[config.mk]
export PLATFORM = sky130hd
export DESIGN_NAME = acc_window_top
export DESIGN_NICKNAME = d
export VERILOG_FILES = /design/src/rtl/acw_pkg.sv /design/src/rtl/acw_window.sv /design/src/rtl/acw_clamp.sv /design/src/rtl/acw_runsum.sv /design/src/rtl/acc_window_top.sv
export SDC_FILE = /design/constraint.sdc
export NUM_CORES = 1
export LEC_CHECK = 0
export ABC_AREA = 1
export CORE_ASPECT_RATIO = 0.5
export CORE_MARGIN = 2
export CORE_UTILIZATION = 60
export DETAILED_ROUTE_END_ITERATION = 10
export DONT_BUFFER_PORTS = 1
export GPL_TIMING_DRIVEN = 0
export PLACE_DENSITY = 0.88
export SYNTH_ARGS = -nofsm -noshare
export SYNTH_HDL_FRONTEND = slang
export SYNTH_SLANG_ARGS = --single-unit
[constraint.sdc]
create_clock -name clk_i -period 2.9 [get_ports clk_i]
set_clock_uncertainty 0.15 [all_clocks]
set_input_delay 0.145 -clock clk_i [delete_from_list [all_inputs] [get_ports clk_i]]
set_output_delay 0.145 -clock clk_i [all_outputs]
set_load 0.03 [all_outputs]
[src/rtl/acw_pkg.sv]
package acw_pkg;
  parameter int ACC_W = 24;
  parameter int RES_W = 9;
  localparam int WIN_N = ACC_W - RES_W + 1;
  localparam int SEL_W = $clog2(WIN_N);
  typedef logic [ACC_W-1:0] acc_word_t;
  typedef logic [RES_W-1:0] res_word_t;
endpackage

[src/rtl/acw_window.sv]
module acw_window
  import acw_pkg::*;
(
  input  acc_word_t          word_i,
  input  logic [SEL_W-1:0]   sel_i,
  output res_word_t          slice_o,
  output logic               above_o
);
  res_word_t        cand [WIN_N];
  logic [WIN_N-1:0] over;

  for (genvar s = 0; s < WIN_N; s++) begin : g_win
    assign cand[s] = word_i[s +: RES_W];
    if (s + RES_W < ACC_W) begin : g_over
      assign over[s] = |word_i[ACC_W-1:s+RES_W];
    end else begin : g_top
      assign over[s] = 1'b0;
    end
  end

  always_comb begin
    slice_o = cand[0];
    above_o = over[0];
    for (int i = 0; i < WIN_N; i++) begin
      if (sel_i == SEL_W'(i)) begin
        slice_o = cand[i];
        above_o = over[i];
      end
    end
  end


  top_window_no_over_chk: assert final (!(sel_i == SEL_W'(WIN_N-1) && above_o));
endmodule

[src/rtl/acw_clamp.sv]
module acw_clamp
  import acw_pkg::*;
(
  input  res_word_t slice_i,
  input  logic      above_i,
  input  logic      sat_en_i,
  output res_word_t res_o
);
  always_comb begin
    if (sat_en_i && above_i) res_o = '1;
    else                     res_o = slice_i;
  end
endmodule

[src/rtl/acw_runsum.sv]
module acw_runsum
  import acw_pkg::*;
(
  input  logic      clk_i,
  input  logic      rst_ni,
  input  logic      clr_i,
  input  logic      upd_i,
  input  acc_word_t data_i,
  output acc_word_t total_o
);
  acc_word_t sum_q;
  acc_word_t base;

  assign base    = clr_i ? '0 : sum_q;
  assign total_o = base + data_i;

  always_ff @(posedge clk_i or negedge rst_ni) begin
    if (!rst_ni)    sum_q <= '0;
    else if (upd_i) sum_q <= total_o;
    else if (clr_i) sum_q <= '0;
  end


  clr_zero_chk: assert property (@(posedge clk_i) disable iff (!rst_ni)
    ($past(clr_i) && !$past(upd_i)) |-> sum_q == '0);


  hold_sum_chk: assert property (@(posedge clk_i) disable iff (!rst_ni)
    (!upd_i && !clr_i) |=> $stable(sum_q));


  add_sum_chk: assert property (@(posedge clk_i) disable iff (!rst_ni)
    (upd_i && !clr_i) |=> sum_q == acc_word_t'($past(sum_q) + $past(data_i)));
endmodule

[src/rtl/acc_window_top.sv]
module acc_window_top
  import acw_pkg::*;
(
  input  logic               clk_i,
  input  logic               rst_ni,
  input  logic               clr_i,
  input  logic               rd_valid_i,
  input  logic [ACC_W-1:0]   rd_data_i,
  input  logic [SEL_W-1:0]   win_sel_i,
  input  logic               sat_en_i,
  input  logic               eq_en_i,
  output logic [RES_W-1:0]   res_o,
  output logic               res_valid_o
);
  acc_word_t total;
  acc_word_t src;
  res_word_t slice;
  res_word_t res_d;
  logic      above;

  acw_runsum u_sum (
    .clk_i   (clk_i),
    .rst_ni  (rst_ni),
    .clr_i   (clr_i),
    .upd_i   (rd_valid_i && eq_en_i),
    .data_i  (rd_data_i),
    .total_o (total)
  );

  assign src = eq_en_i ? total : rd_data_i;

  acw_window u_win (
    .word_i  (src),
    .sel_i   (win_sel_i),
    .slice_o (slice),
    .above_o (above)
  );

  acw_clamp u_clamp (
    .slice_i  (slice),
    .above_i  (above),
    .sat_en_i (sat_en_i),
    .res_o    (res_d)
  );

  always_ff @(posedge clk_i or negedge rst_ni) begin
    if (!rst_ni) begin
      res_o       <= '0;
      res_valid_o <= 1'b0;
    end else begin
      res_valid_o <= rd_valid_i;
      if (rd_valid_i) res_o <= res_d;
    end
  end


  valid_delay_chk: assert property (@(posedge clk_i) disable iff (!rst_ni)
    1'b1 |=> res_valid_o == $past(rd_valid_i));


  res_hold_chk: assert property (@(posedge clk_i) disable iff (!rst_ni)
    !rd_valid_i |=> $stable(res_o));


  clamp_full_chk: assert property (@(posedge clk_i) disable iff (!rst_ni)
    (rd_valid_i && sat_en_i && above) |=> res_o == '1);


  pass_chk: assert property (@(posedge clk_i) disable iff (!rst_ni)
    (rd_valid_i && !sat_en_i) |=> res_o == $past(slice));
endmodule

==> impl_results.md, run 1 <==
- Synth Register Bits: 34
- Root Buffer Master: clkbuf_16
- RD Place Congestion: 0.972
- Register area share after synthesis: 16.0%
- Number of global-route vias before repair: 6171
- Unrepaired setup endpoints after global routing: yes
- DP Area: 5460 um^2
- Number of cells on the worst reg-to-reg path: 27
- Full die area: 9650 um^2
- Post-route setup TNS: -7340 ps
- Count leader, synth: nand2_1
- Critical Path AT: 3810 ps
- Tightest Hold Check Type: in2reg
- Clock tree sinks: 34
- Synth area leader: nand2_1
- Area delta synth->final: 19.8%
- Die Y: 70.5 um
- GRT Total Usage: 39.9%
- Final min period: 3760 ps
- Met3 GRT Util: 8.50%
- Total wire length: 19.9 mm
- Dpl hpwl: 13.9 mm
- Cell row count: 24
- Worst-Margin Slew: 764 ps
- Top cells by area, synth: nand2_1 26%, dfrtp_1 16%, inv_1 12%
- PwrDens: 376 nW/um^2
- Crit Path Class: reg2reg
- Number of distinct library cells after synthesis: 39
- Vias per std cell: 5.99
- Total global routing overflow: 0
- Crit path max fanout: 7
- IO Port Bufs: 0
- Hold Path Stages: 3
- DRC viols: 0
- Share of the synthesized area in the top cell type: 26.2%
- Final setup fails: 10
- Final instance area: 6350 um^2
- CTS tree: done
- Gr busiest metal: met2
- FFs w/ async S/R, synth: 100%
- Diodes inserted: 0
- Syn_nets: 1071
- Share of layout cells above drive strength 1: 15.8%
- Critical Path RT: 2950 ps
- Clk_lat worst skew: 290 ps
- Met1 Usage GRT: 56.3%
- Failing checks: setup timing
- Synthesized area per cell: 5.23 um^2
- Final Worst Setup Slack: -856 ps
- Max-cap violations: 0
- Filler cells: 735
- Clock transition at path regs: 60 ps
- Crit path launch type: flip-flop
- H-tree depth: 2
- Max-slew violation count: 0
- Core ar.: 8650 um^2
- Initial antenna violation count: 0
- Largest net degree at the start of global routing: 35
- Ys flop type: dfrtp_1
- Fin nets: 1128
- YS warnings: 0
- Initial Util: 61.3%
- Initial DRC count: 970
- Post-route ant nets: 0
- Vias: 7113
- Max VDD drop: 277 uV
- # IOs: 44
- Tot Pwr: 2.39 mW
- Final Hold Viols: 0
- Post-Place Setup Slack: -945 ps
- Clk buf depth: 2
- Number of buffers created by CTS: 5
- P_leak: 3.40 nW
- Synthesized instance count: 1013
- Drt wl/cell: 16.8 um
- Drt first pass iters: 6
- Final worst-path cycle share: 130%
- Outcome: finished, violations left
- Synth top cells by count: 370 x nand2_1, 168 x inv_1, 92 x nor2_1
- Die extent in x: 137 um
- Rel. slew slack: 48.6%
- M2 GR Usage: 59.3%
- First-pass GRT wire length: 30.1 mm
- Post-Syn Area: 5300 um^2
- Max Freq: 0.266 GHz
- EDFF count, synth: 0
- Crit path capture type: flip-flop
[repair_timing]
action,CTS,global route
gates resized for setup,40,51
pin swaps,29,22
hold endpoints to repair,42,1
setup buffers,41,3
setup endpoints to repair,9,10
hold buffers,5,1
[layout by cell type (no fill, tap or decap), types with 5 or more instances in the layout]
master	synthesis	routed
nand2_1	370	343
buf_4	0	45
inv_1	168	162
o21ai_0	82	80
nor2_1	92	81
clkinv_1	6	6
clkbuf_1	17	16
clkbuf_16	0	5
nand3_2	4	11
nor2_2	2	10
and2_1	5	5
nand3_1	78	67
ha_1	23	15
o211ai_1	6	6
nand2_4	1	7
a21oi_1	41	37
dfrtp_1	34	34
a221oi_1	5	5
nand4_1	11	11
dlygate4sd3_1	0	5
nand2_2	9	30
a21oi_2	3	6
inv_2	4	8
or2_2	11	11
[through the flow]
step	utilization [%]	hold slack, ps	instances
after CTS	70.9	13.0	1184
final	73.4	30.3	1188
after detailed placement	63.1	-300	1130
after floorplan	-	-301	1013
after global placement	63.1	-300	1130
after global routing	73.4	25.3	1188
[where the power goes]
group / total, mW / switching, mW / internal, mW
clock network: 0.572 / 0.230 / 0.341
registers: 0.611 / 0.0767 / 0.535
logic: 1.20 / 0.780 / 0.423
total: 2.39 / 1.09 / 1.30
[logic make-up after synthesis]
family / Yosys count / synth area share (%)
AND/OR/NAND/NOR: 594 / 46.8
multiplexers: 2 / 0.425
flip-flops: 34 / 16.0
AO/OA/AOI/OAI: 154 / 15.9
XOR/XNOR: 4 / 0.661
buffers and inverters: 201 / 14.3
adder cells (fa/ha/maj): 24 / 5.81
[flip-flops by register name, indices dropped and copies added (netlist names)]
name / flops
res_o: 9
u_sum.sum_q: 24
res_valid_o: 1
[worst max-delay path: stages (launching register included)]
cell and delay (ps):
dfrtp_1 380, inv_1 60, nor2_1 50, ha_1 390
a21oi_1 270, o21ai_0 190, a21oi_1 200, nand2_2 140
nand2_1 90, clkinv_1 90, o21ai_2 190, nand2_2 160
nand2_2 130, nor2_4 50, nand3_2 50, nand2_1 50
inv_1 60, nand2_1 50, nand2_1 70, nand2_1 70
nand2_1 90, nand2_1 60, nand2_1 70, nand2_2 60
buf_4 130, a21oi_1 140, nor2_1 60, nor2_1 150
[routing by layer]
metal,share of wire (%),wire length [um]
met1,41,8220
met4,4.1,814
met3,13,2500
met5,0,0
met2,42,8370
[path summary, 6_finish.rpt]
kind / from / end / slack (ps)
worst max register to register: u_sum.sum_q[16] / res_o[4] / -860
worst min-delay path: clr_i / u_sum.sum_q[23] / 30
max in group asynchronous: rst_ni / u_sum.sum_q[2] / 2210
worst min register to register: u_sum.sum_q[4] / u_sum.sum_q[4] / 430
min in group asynchronous: rst_ni / res_o[2] / 210
worst max-delay path: u_sum.sum_q[16] / res_o[4] / -860
[final cells by class]
cell class	instances	area (um^2)	share of cell area [%]
Multi-Input combinational cell	778	4030	63.5
Sequential cell	34	851	13.4
Inverter	178	673	10.6
Timing Repair Buffer	50	400	6.31
Tap cell	117	146	2.31
Clock buffer	7	143	2.25
Buffer	23	96.3	1.52
Clock inverter	1	5.00	0.0788
(Power assumes the default switching activity.)
==> run 2, diff against run 1 <==
--- a/config.mk
+++ b/config.mk
@@ -13,6 +13,7 @@
 export DONT_BUFFER_PORTS = 1
 export GPL_TIMING_DRIVEN = 0
 export PLACE_DENSITY = 0.88
+export SETUP_SLACK_MARGIN = 0.15
 export SYNTH_ARGS = -nofsm -noshare
 export SYNTH_HDL_FRONTEND = slang
 export SYNTH_SLANG_ARGS = --single-unit
==> run 2 against run 1 <==
Net effect: the flow still finishes with violations (setup timing); fmax is 1.6% higher; wire length up 0.19%; count of clock-buffer cells in the layout stayed put; critical path depth fell by 2.
==> impl_results.md, run 2 (synthesis gave the netlist of run 1 again) <==
- Outcome: finished, violations left
- Failing checks: setup timing
- Clock transition at path regs: 60 ps
- Cell row count: 24
- Drt wl/cell: 16.8 um
- First-pass GRT wire length: 30.1 mm
- Critical Path RT: 2950 ps
- Critical Path AT: 3750 ps
- FF/Latch Area: 851 um^2
- Core ar.: 8650 um^2
- Die extent in x: 137 um
- Area delta synth->final: 19.8%
- Max-slew violation count: 0
- Post-Place Setup Slack: -945 ps
- Final worst-path cycle share: 127%
- P_leak: 3.40 nW
- Largest registers: u_sum.sum_q (24), res_o (9), res_valid_o (1)
- Multi-input gate area: 4030 um^2
- Final Hold Viols: 0
- Number of global-route vias before repair: 6171
- # IOs: 44
- Initial Util: 61.3%
- Fin nets: 1128
- Largest net degree at the start of global routing: 35
- Max reg flops: 24
- Pint: 1.30 mW
- Number of buffers created by CTS: 5
- Clk_lat worst skew: 290 ps
- Max-cap violations: 0
- Clock tree sinks: 34
- Worst-Margin Slew: 761 ps
- Net Sw Frac: 45.6%
- Most frequent cells in the layout: 343 x nand2_1, 162 x inv_1, 81 x nor2_1
- GRT Total Usage: 39.9%
- Dpl hpwl: 13.9 mm
- Tot Pwr: 2.39 mW
- Comb pwr share: 50.4%
- Diodes inserted: 0
- Post-route ant nets: 0
- Final Worst Setup Slack: -795 ps
- H-tree depth: 2
- Register share of total power: 25.6%
- Total global routing overflow: 0
- Full die area: 9650 um^2
- Crit path max fanout: 7
- Filler cells: 735
- CTS tree: done
- Largest Register: u_sum.sum_q
- Crit Path Class: reg2reg
- Root Buffer Master: clkbuf_16
- Most common cell after layout, fill and taps aside: nand2_1
- IO Port Bufs: 0
- Unrepaired setup endpoints after global routing: yes
- Initial antenna violation count: 0
- Clk buf depth: 2
- Crit path capture type: flip-flop
- Max VDD drop: 277 uV
- PwrDens: 376 nW/um^2
- Vias per std cell: 6.01
- Die Y: 70.5 um
- Initial DRC count: 965
- Drt first pass iters: 8
- Total wire length: 19.9 mm
- Tightest Hold Check Type: in2reg
- DRC viols: 0
- Sw Pwr: 1.09 mW
- Clock power frac: 24.0%
- Rel. slew slack: 48.8%
- Final min period: 3700 ps
- RD Place Congestion: 0.972
- Max Freq: 0.271 GHz
- Crit path launch type: flip-flop
- Vias: 7138
- Final setup fails: 10
- Share of layout cells above drive strength 1: 15.8%
## run 2: cell counts in the layout (fill, tap and decap cells not counted)
No cell type changed its count.
## run 2: routing by layer
layer,vias up,wire length (um),global-route usage [%]
met5,-,0,0
met3,121,2620,8.50
li1,3291,-,-
met4,0,773,15.6
met2,562,8420,59.3
met1,3164,8130,56.3
## run 2: final timing paths
kind	startpoint	to	slack, ps	cells after the start
max	u_sum.sum_q[16]	res_o[4]	-800	25
min	clr_i	u_sum.sum_q[23]	30	3
max reg2reg	u_sum.sum_q[16]	res_o[4]	-800	25
min reg2reg	u_sum.sum_q[4]	u_sum.sum_q[4]	430	4
max in group asynchronous	rst_ni	u_sum.sum_q[2]	2210	2
min in group asynchronous	rst_ni	res_o[2]	210	2
## run 2: cell type report
| class | count | share of cell area, % |
|---|---|---|
| multi-input cells | 778 | 63.5 |
| inverters | 178 | 10.6 |
| clock inverters | 1 | 0.0788 |
| clock buffers | 7 | 2.25 |
| well taps | 117 | 2.31 |
| repair buffers | 50 | 6.31 |
| flip-flops and latches | 34 | 13.4 |
| plain buffers | 23 | 1.52 |
## run 2: worst max-delay path, cell delays in order (launching register included)
cell and delay, ps:
dfrtp_1 360, inv_1 60, nor2_1 50, ha_1 380, a21oi_1 260, o21ai_0 190
a21oi_1 210, nand2_2 140, nand2_1 90, clkinv_1 90, o21ai_2 190, nand2_2 160
nand4_1 170, nor2_1 60, nand3_1 90, nand2_1 60, nand2_1 70, nand2_1 80
nand2_1 70, nand2_1 50, nand2_1 70, nand2_2 60, buf_4 130, a21oi_1 140
nor2_1 60, nor2_1 140
## run 2: power groups by stage
stage	clock [mW]	sequential, mW	combinational [mW]
2_1_floorplan	0	0.610	0.696
3_3_place_gp	0	0.614	0.893
3_5_place_dp	0	0.618	0.916
4_1_cts	0.560	0.609	1.07
5_1_grt	0.592	0.617	1.31
6_report	0.573	0.611	1.20
## run 2: metrics by stage
step                setup TNS, ps  utilization [%]  cell area (um^2)  instances  hold WS [ps]
floorplan                    -382                -              5310       1013          -301
global placement            -6430             63.1              5460       1130          -300
detailed placement          -7740             63.1              5460       1130          -300
CTS                         -4500             70.9              6130       1184          13.0
global route                -8470             73.4              6350       1188          25.3
finish                      -7080             73.4              6350       1188          29.3
## run 2: timing repair
item,CTS,global route
endpoints found under the hold margin,42,1
pin swaps,29,22
buffers inserted,41,3
hold buffers,5,1
resized for setup,40,51
gates cloned,0,0
setup endpoints to repair,9,10
==> run 3, diff against run 2 <==
==> constraint.sdc (replaced) <==
create_clock -name clk_i -period 3 [get_ports clk_i]
set_clock_uncertainty 0.15 [all_clocks]
set_input_delay 0.15 -clock clk_i [delete_from_list [all_inputs] [get_ports clk_i]]
set_output_delay 0.15 -clock clk_i [all_outputs]
set_load 0.03 [all_outputs]
==> run 3 against run 2 <==
Net effect: the flow finishes with violations (hold timing, setup timing); wire length is 2.0% higher; count of clock-buffer cells in the layout unchanged; setup slack better by 110 ps; fmax is 0.35% higher; non-clock buffer count is 1 lower; power is 2.4% lower; combinational power about the same; via count rose by 0.35%; first-iteration DRC count up 16%; worst hold slack worse by 34 ps; critical path type unchanged; critical endpoint unchanged; highest routed layer unchanged.
==> impl_results.md, run 3 (synthesis gave the netlist of run 1 again) <==
- Outcome: finished, violations left
- Failing checks: hold timing, setup timing
- Initial DRC count: 1122
- RD Place Congestion: 0.972
- Drt first pass iters: 7
- Core ar.: 8650 um^2
- Critical Path Start: u_sum.sum_q[9]
- Post-route ant nets: 0
- Crit path capture type: flip-flop
- Rel. slew slack: 49.3%
- Unrepaired setup endpoints after global routing: yes
- Crit Path Class: reg2reg
- Clk_lat worst skew: 300 ps
- Final Hold Viols: 1
- PwrDens: 364 nW/um^2
- Number of instances in the placed design: 1130
- Clock transition at path regs: 60 ps
- Clk buf depth: 2
- Final min period: 3680 ps
- Initial antenna violation count: 0
- Crit path launch type: flip-flop
- Post-route insts no fill: 1187
- Area delta synth->final: 21.0%
- Vias: 7163
- CP max stage cell: ha_2
- Final instance area: 6410 um^2
- Root Buffer Master: clkbuf_16
- Min Hold Slack: -4.89 ps
- Max VDD drop: 261 uV
- Most frequent cells in the layout: 337 x nand2_1, 163 x inv_1, 82 x nor2_1
- DRC viols: 0
- Crit path max fanout: 5
- Worst r2r src: u_sum.sum_q[9]
- Critical Path RT: 3050 ps
- Max-slew violation count: 0
- Number of global-route vias before repair: 6147
- DP Area: 5460 um^2
- P_leak: 3.40 nW
- Total wire length: 20.3 mm
- # IOs: 44
- Critical Path AT: 3730 ps
- Dpl hpwl: 13.9 mm
- Largest net degree at the start of global routing: 35
- Most common cell after layout, fill and taps aside: nand2_1
- Total global routing overflow: 0
- Final Worst Setup Slack: -682 ps
- Final worst-path cycle share: 123%
- Share of layout cells above drive strength 1: 16.8%
- Final setup fails: 10
- Fin nets: 1127
- Die Y: 70.5 um
- Max reg flops: 24
- Clock tree sinks: 34
- Drt wl/cell: 17.1 um
- Largest Register: u_sum.sum_q
- Tightest Hold Check Type: in2reg
- IO Port Bufs: 0
- Worst-Margin Slew: 760 ps
- Vias per std cell: 6.03
- Util after Layout: 74.1%
- H-tree depth: 2
- Die extent in x: 137 um
- First-pass GRT wire length: 30.0 mm
- Number of buffers created by CTS: 5
- Hold Path Origin: rd_valid_i
- CTS tree: done
- GRT Total Usage: 39.8%
- Cell row count: 24
- Max-cap violations: 0
- Max Freq: 0.272 GHz
- Cell with the most instances on the worst path: nand2_1
- Full die area: 9650 um^2
- Max incr delay on CP: 390 ps
- Filler cells: 715
- Initial Util: 61.3%
- Largest registers: u_sum.sum_q (24), res_o (9), res_valid_o (1)
- Diodes inserted: 0
[run 3: what timing repair did]
item	4_1_cts	5_1_grt
hold endpoints to repair	41	0
setup buffers	33	11
setup endpoints to repair	9	10
resized for setup	35	71
pin swaps	19	27
hold buffers	5	0
[run 3: worst max-delay path: cells and delay by family (launching register included)]
family | cells | cell delay, ps
simple gates | 23 | 2100
buf+inv | 3 | 400
fa+ha+maj | 1 | 390
flops | 1 | 370
compound gates | 1 | 150
[run 3: cell type report]
class,count,area [um^2],share of cell area (%)
Clock inverter,1,5.00,0.0780
Timing Repair Buffer,49,390,6.09
Sequential cell,34,851,13.3
Clock buffer,7,143,2.22
Buffer,23,96.3,1.50
Inverter,178,673,10.5
Multi-Input combinational cell,778,4110,64.1
Tap cell,117,146,2.28
[run 3: stage by stage]
stage               setup slack, ps  TNS (ps)  total power [mW]
floorplan                     -4.08     -4.08              1.26
global placement               -685     -5570              1.46
detailed placement             -850     -6880              1.48
CTS                            -413     -3560              2.14
global route                   -858     -7830              2.45
finish                         -682     -6190              2.33
[run 3: path summary, 6_finish.rpt]
path / to / slack, ps / cells past startpoint
worst max-delay path: res_o[4] / -680 / 28
worst min-delay path: res_o[2] / -5 / 3
worst max register to register: res_o[4] / -680 / 28
worst min register to register: u_sum.sum_q[5] / 440 / 4
max in group asynchronous: res_o[4] / 2300 / 2
min in group asynchronous: res_o[8] / 210 / 2
[run 3: layer usage]
metal	wire (um)	GRT usage, %	vias to the layer above
li1	-	-	3290
met1	8120	55.0	3183
met2	8430	58.9	557
met3	2830	10.5	133
met4	965	15.7	0
met5	0	0	-
[run 3: where the power goes]
group / total [mW] / internal (mW) / switching (mW)
Sequential: 0.592 / 0.517 / 0.0749
Combinational: 1.19 / 0.417 / 0.768
Clock: 0.555 / 0.330 / 0.225
Total: 2.33 / 1.26 / 1.07
